**src/rtl/desc_chan_ctrl.sv**
```systemverilog
module desc_chan_ctrl #(
  parameter int NCH    = 4,
  parameter int AW     = 32,
  parameter int SW     = 8,
  parameter int ADDR_W = 12
) (
  input  logic                     clk,
  input  logic                     rst_n,
  input  logic                     reg_we,
  input  logic [ADDR_W-1:0]        reg_addr,
  input  logic [31:0]              reg_wdata,
  output logic [31:0]              reg_rdata,
  output logic                     irq,
  output logic                     mem_req,
  output logic                     mem_we,
  output logic [AW-1:0]            mem_addr,
  output logic [31:0]              mem_wdata,
  input  logic                     mem_ack,
  input  logic                     mem_err,
  input  logic [31:0]              mem_rdata,
  output logic                     eng_start,
  output logic [$clog2(NCH)-1:0]   eng_chan,
  output logic [6:0]               eng_mode,
  output logic [31:0]              eng_cfg,
  output logic [31:0]              eng_src,
  output logic [31:0]              eng_dst,
  output logic [31:0]              eng_size,
  output logic [31:0]              eng_payload,
  input  logic                     eng_done,
  input  logic                     eng_err
);
  localparam int CW    = $clog2(NCH);
  localparam int NWORD = 7;
  localparam logic [7:0] E_FETCH = 8'h01;
  localparam logic [7:0] E_ENG   = 8'h02;
  localparam logic [7:0] E_WB    = 8'h04;

  typedef enum logic [2:0] {S_IDLE, S_FETCH, S_START, S_WAIT, S_WB} st_t;

  st_t              state;
  logic [AW-1:0]    cmdptr [NCH];
  logic [SW-1:0]    sema   [NCH];
  logic [7:0]       cstat  [NCH];
  logic [NCH-1:0]   en, gstat, park;
  logic [CW-1:0]    act;
  logic [AW-1:0]    cur;
  logic [2:0]       widx;
  logic [31:0]      dw [NWORD];
  logic [7:0]       code;

  logic [NCH-1:0]   rdy, w_ptr, w_sem, w_clr, dec, gset;
  logic [7:0]       cset [NCH];
  logic [CW-1:0]    pick;
  logic             any, fin, ferr, g_clr, g_en, glob, in_ch;
  logic [1:0]       rch;
  logic [5:0]       roff;
  logic [7:0]       fin_code;

  assign glob  = reg_addr[ADDR_W-1:8] == '0;
  assign rch   = reg_addr[7:6];
  assign roff  = reg_addr[5:0];
  assign in_ch = (reg_addr[ADDR_W-1:8] == (ADDR_W-8)'(1)) && (32'(rch) < NCH);
  assign g_clr = reg_we && glob && reg_addr[7:0] == 8'h18;
  assign g_en  = reg_we && glob && reg_addr[7:0] == 8'h20;

  assign fin      = (state == S_WB) && mem_ack;
  assign ferr     = (state == S_FETCH) && mem_ack && mem_err;
  assign fin_code = code | (mem_err ? E_WB : 8'h00);

  always_comb begin
    any  = 1'b0;
    pick = '0;
    for (int i = NCH - 1; i >= 0; i--) begin
      rdy[i] = en[i] && (sema[i] != '0) && (cstat[i] == 8'h00) && !park[i];
      if (rdy[i]) begin
        any  = 1'b1;
        pick = CW'(i);
      end
    end
  end

  always_comb begin
    for (int i = 0; i < NCH; i++) begin
      w_ptr[i] = reg_we && in_ch && (32'(rch) == i) && roff == 6'h00;
      w_sem[i] = reg_we && in_ch && (32'(rch) == i) && roff == 6'h10;
      w_clr[i] = reg_we && in_ch && (32'(rch) == i) && roff == 6'h28;
      dec[i]   = fin && (act == CW'(i)) && dw[1][1] && (sema[i] != '0);
      gset[i]  = (act == CW'(i)) && (ferr || (fin && dw[1][0]));
      cset[i]  = (ferr && act == CW'(i)) ? E_FETCH :
                 (fin && act == CW'(i))  ? fin_code : 8'h00;
    end
  end

  always_ff @(posedge clk or negedge rst_n) begin
    if (!rst_n) begin
      state <= S_IDLE;
      act   <= '0;
      cur   <= '0;
      widx  <= '0;
      code  <= '0;
      en    <= '0;
      gstat <= '0;
      park  <= '0;
      for (int i = 0; i < NCH; i++) begin
        cmdptr[i] <= '0;
        sema[i]   <= '0;
        cstat[i]  <= '0;
      end
      for (int w = 0; w < NWORD; w++) dw[w] <= '0;
    end else begin
      case (state)
        S_IDLE: if (any) begin
          act   <= pick;
          cur   <= cmdptr[pick];
          widx  <= '0;
          state <= S_FETCH;
        end
        S_FETCH: if (mem_ack) begin
          if (mem_err) state <= S_IDLE;
          else begin
            dw[widx] <= mem_rdata;
            if (widx == 3'(NWORD - 1)) state <= S_START;
            else widx <= widx + 3'd1;
          end
        end
        S_START: state <= S_WAIT;
        S_WAIT: if (eng_done) begin
          code  <= eng_err ? E_ENG : 8'h00;
          state <= S_WB;
        end
        S_WB: if (mem_ack) state <= S_IDLE;
        default: state <= S_IDLE;
      endcase

      if (g_en) en <= reg_wdata[NCH-1:0];
      gstat <= (gstat & ~(g_clr ? reg_wdata[NCH-1:0] : '0)) | gset;

      for (int i = 0; i < NCH; i++) begin
        if (w_ptr[i]) begin
          cmdptr[i] <= reg_wdata[AW-1:0];
          park[i]   <= 1'b0;
        end else if (fin && act == CW'(i)) begin
          if (dw[0][AW-1:0] != '0) cmdptr[i] <= dw[0][AW-1:0];
          else park[i] <= 1'b1;
        end
        sema[i]  <= sema[i] + (w_sem[i] ? reg_wdata[SW-1:0] : '0) - SW'(dec[i]);
        cstat[i] <= (cstat[i] & ~(w_clr[i] ? reg_wdata[7:0] : 8'h00)) | cset[i];
      end
    end
  end

  always_comb begin
    reg_rdata = '0;
    if (glob) begin
      case (reg_addr[7:0])
        8'h10:   reg_rdata = 32'(gstat);
        8'h20:   reg_rdata = 32'(en);
        default: reg_rdata = '0;
      endcase
    end else if (in_ch) begin
      case (roff)
        6'h00:   reg_rdata = 32'(cmdptr[rch]);
        6'h10:   reg_rdata = 32'(sema[rch]);
        6'h20:   reg_rdata = 32'(cstat[rch]);
        default: reg_rdata = '0;
      endcase
    end
  end

  assign irq         = |gstat;
  assign mem_req     = (state == S_FETCH) || (state == S_WB);
  assign mem_we      = (state == S_WB);
  assign mem_addr    = cur + ((state == S_WB) ? AW'(28) : AW'({widx, 2'b00}));
  assign mem_wdata   = 32'(code);
  assign eng_start   = (state == S_START);
  assign eng_chan    = act;
  assign eng_mode    = {dw[1][13], dw[1][12], dw[1][11], dw[1][9], dw[1][8], dw[1][6], dw[1][5]};
  assign eng_cfg     = dw[2];
  assign eng_src     = dw[3];
  assign eng_dst     = dw[4];
  assign eng_size    = dw[5];
  assign eng_payload = dw[6];

  assert_start_pulse_R6: assert property (@(posedge clk) disable iff (!rst_n)
    eng_start |=> !eng_start);

  assert_req_hold_R5: assert property (@(posedge clk) disable iff (!rst_n)
    (mem_req && !mem_ack) |=> (mem_req && $stable(mem_addr) && $stable(mem_we)));

  assert_irq_source_R8: assert property (@(posedge clk) disable iff (!rst_n)
    $rose(irq) |-> ($past(state) == S_FETCH || $past(state) == S_WB));

  assert_irq_clear_R10: assert property (@(posedge clk) disable iff (!rst_n)
    $fell(irq) |-> $past(g_clr));

  assert_one_job_R13: assert property (@(posedge clk) disable iff (!rst_n)
    eng_start |-> !mem_req);

  for (genvar g = 0; g < NCH; g++) begin : g_chk
    assert_sema_step_R3: assert property (@(posedge clk) disable iff (!rst_n)
      !w_sem[g] |=> (sema[g] == $past(sema[g]) || sema[g] == $past(sema[g]) - SW'(1)));
  end
endmodule

```
**config.mk**
```make
export PLATFORM = sky130hd
export DESIGN_NAME = desc_chan_ctrl
export DESIGN_NICKNAME = d
export VERILOG_FILES = /design/src/rtl/desc_chan_ctrl.sv
export SDC_FILE = /design/constraint.sdc
export NUM_CORES = 1
export LEC_CHECK = 0
export ABC_CLOCK_PERIOD_IN_PS = 3100
export BUFFER_PORTS_ARGS = -buffer_cell sky130_fd_sc_hd__buf_2
export CAP_MARGIN = 30
export CORE_ASPECT_RATIO = 0.7
export CORE_MARGIN = 4
export CORE_UTILIZATION = 38
export CTS_BUF_LIST = sky130_fd_sc_hd__clkbuf_2
export DETAILED_ROUTE_END_ITERATION = 8
export PLACE_DENSITY_LB_ADDON = 0.15
export SLEW_MARGIN = 10
export SYNTH_ARGS = -nofsm -noshare
export SYNTH_HDL_FRONTEND = slang
export SYNTH_SLANG_ARGS = --single-unit
export TNS_END_PERCENT = 10
```
**constraint.sdc**
```tcl
create_clock -name clk -period 3.1 [get_ports clk]
set_input_delay 0.155 -clock clk [delete_from_list [all_inputs] [get_ports clk]]
set_output_delay 0.155 -clock clk [all_outputs]
set_load 0.02 [all_outputs]
```
==> results.py <==
metrics = {
    "outcome": {
        "status": "finished, violations left",
        "violations": "setup timing",
    },
    "finish": {
        "stdcell_area_um2": 30000,
        "final_nets": 2856,
        "area_growth_pct": 22.7,
        "n_fill_cell": 5982,
        "final_layout_size_suffix_gt1_share_pct": 36.0,
    },
    "die": {
        "initial_core_util_pct": 38.5,
        "dieArea_um2": 68500,
        "num_rows": 77,
        "die_h_um": 220,
        "die_x_um": 311,
        "core_um2": 63400,
        "io_pins": 352,
    },
    "grt": {
        "grt_pass1_wl_mm": 124,
        "track_usage_pct": 23.6,
        "gr-total-overflow": 0,
        "grt_max_degree": 81,
        "antenna_found_initial": 4,
        "grt_pass1_vias": 19779,
    },
    "routing": {
        "drt_iter0_drc": 1408,
        "wl_per_cell_um": 22.5,
        "drt_drc_violations_left": 0,
        "ant_nets": 0,
        "route.vias.total": 19280,
        "routed_wl_mm": 81.6,
        "vias_per_cell": 5.31,
        "firstDrtPassIters": 7,
    },
    "clock_network": {
        "clockBufferDepth": 3,
        "cts_made_buffers": 116,
        "clockRootBuffer": "clkbuf_2",
        "clock_sinks": 446,
        "worstSkewPairLatency_ns": 1.26,
        "clk_pin_slew_worst_paths_ns": 0.10,
        "tritoncts": "done",
        "h-tree-depth": 3,
    },
    "pwr": {
        "cellPowerDensity_nw_per_um2": 626,
        "power_mw": 18.8,
        "ir_drop_v": 0.000303,
        "leakagePower_nw": 15.6,
    },
    "worst_setup_path": {
        "cp.required_ns": 2.94,
        "path_class": "flip-flop to output port",
        "start_kind": "flip-flop",
        "end_kind": "output port",
        "crit_arrival_ns": 3.84,
        "crit_path_max_fanout": 4,
        "rr_worst_depth": 15,
    },
    "timing": {
        "setup_violations": 34,
        "hold_viol_final": 0,
        "period_share_pct": 129,
        "clock_skew_ns": 0.0941,
        "worstMarginPinSlew_ns": 0.801,
        "hold_ws_ns": 0.0946,
        "fmax_ghz": 0.250,
        "timing.final.crit_period_ns": 4.00,
        "layout_setup_ws_ns": -0.900,
        "rsz0062_at_grt": "yes",
        "slew_violations": 0,
        "slew_headroom_pct": 46.1,
        "tns_ns": -20.03,
    },
    "synth": {
        "netlist_area_um2": 24400,
        "synth_largest_area_cell": "dfrtp_1",
        "synth_edf_count": 0,
        "ys_ff_latch": 446,
        "synth_seq_area_share_pct": 45.7,
        "ys_async_sr_fraction_pct": 100,
        "synthMostInstantiatedCell": "dfrtp_1",
        "ys_top_cells_by_count": "dfrtp_1, nand2_1, mux2_2, buf_4, o21ai_0",
        "ys_types": 66,
        "synth_top_area_share_pct": 45.7,
        "yosysWarnings": 0,
        "synth-main-ff-cell": "dfrtp_1",
        "syn_avg_cell_area_um2": 10.9,
        "synthCells": 2236,
        "synth_area_leaders": "dfrtp_1, mux2_2, buf_4, mux2i_1, mux4_2",
    },
    "placement": {
        "hpwlAfterDp_mm": 55.1,
        "port-buffer-count": 320,
        "routabilityCongestion": 0.850,
        "place_area_um2": 26700,
    },
    "hold_path": {
        "hold_path_depth": 7,
        "hold_path.class": "primary input to flip-flop",
    },
    "job": {
        "max_cap_viol_count": 0,
    },
}
[per-layer routing]
metal | global-route usage, % | vias up | wire [µm]
met3 | 5.91 | 121 | 5800
met4 | 5.74 | 0 | 1430
met2 | 36.7 | 743 | 36600
met1 | 33.3 | 9708 | 37800
li1 | - | 8708 | -
met5 | 0 | - | 0
[flip-flops by register name, indices dropped and copies added, names as in the netlist]
register	count
eng_src	32
eng_cfg	32
eng_payload	32
gstat	4
sema	32
eng_size	32
cstat	32
eng_dst	32
dw	34
widx	3
eng_chan	2
park	4
code	1
en	4
state	3
cur	32
cmdptr	128
eng_mode	7
[kinds of logic after synthesis]
kind of cell    synth area share, %
simple gates                   9.82
flops                          45.7
buf+inv                        9.71
mux                            19.5
compound gates                 9.61
fa+ha+maj                      3.53
xor+xnor                       2.11
other cells                  0.0153
[report_power, final]
| group | switching [mW] | internal, mW | total (mW) |
|---|---|---|---|
| Sequential | 1.10 | 6.90 | 7.99 |
| Combinational | 3.41 | 3.18 | 6.59 |
| Clock | 2.60 | 1.58 | 4.18 |
[final timing paths]
path | to | from | slack (ns)
hold reg to reg | eng_src[11] | eng_src[11] | 0.51
hold / removal | park[0] | mem_ack | 0.09
max in group asynchronous | eng_cfg[28] | rst_n | 1.60
setup / recovery | mem_addr[29] | state[2] | -0.90
min in group asynchronous | eng_cfg[31] | rst_n | 0.59
setup reg to reg | sema[7] | state[0] | 0.02
[timing repair]
item | 4_1_cts | 5_1_grt
hold buffers | 168 | 0
pin swaps | 23 | 13
setup endpoints to repair | 41 | 49
resized for setup | 83 | 20
endpoints found under the hold margin | 858 | 0
gates cloned | 0 | 0
buffers inserted | 7 | 3
[stage by stage]
step,util (%),setup WS [ns],instances
finish,47.3,-0.900,3632
floorplan,-,-0.323,2266
CTS,47.1,-1.07,3623
global route,47.3,-1.18,3631
detailed placement,42.2,-0.489,3240
global placement,42.2,-0.388,3240
[cell type report]
cell class                      instances  area (µm²)  area share, %
Timing Repair Buffer                  647        4910           16.4
Inverter                               93         352           1.17
Multi-Input combinational cell       1403       11500           38.2
Tap cell                              829        1040           3.46
Clock inverter                         47         249          0.830
Clock buffer                          161         806           2.69
Sequential cell                       446       11200           37.2
Antenna cell                            6        15.0         0.0501
[placed cells by master, fill, tap and decap left out, types with 37 or more instances in the layout]
master	n
clkinv_1	37
inv_1	90
xnor2_1	39
clkbuf_2	161
ha_1	55
nand2_1	206
buf_2	290
dlygate4sd3_1	167
mux2_2	210
dfrtp_1	446
and3_1	64
mux4_2	48
buf_4	156
nor2_1	66
a21oi_1	39
o21ai_0	168
mux2i_1	128
[critical path, cell delays in order (launching register included)]
cell,delay (ns)
dfrtp_1,0.40
nor3b_4,0.16
buf_6,0.12
or2_4,0.27
ha_4,0.27
a21o_1,0.11
a21oi_2,0.07
nand3b_1,0.29
nor4_2,0.34
buf_4,0.21
nand3_2,0.08
xnor2_1,0.16
buf_4,0.17
(Power assumes the default switching activity.)
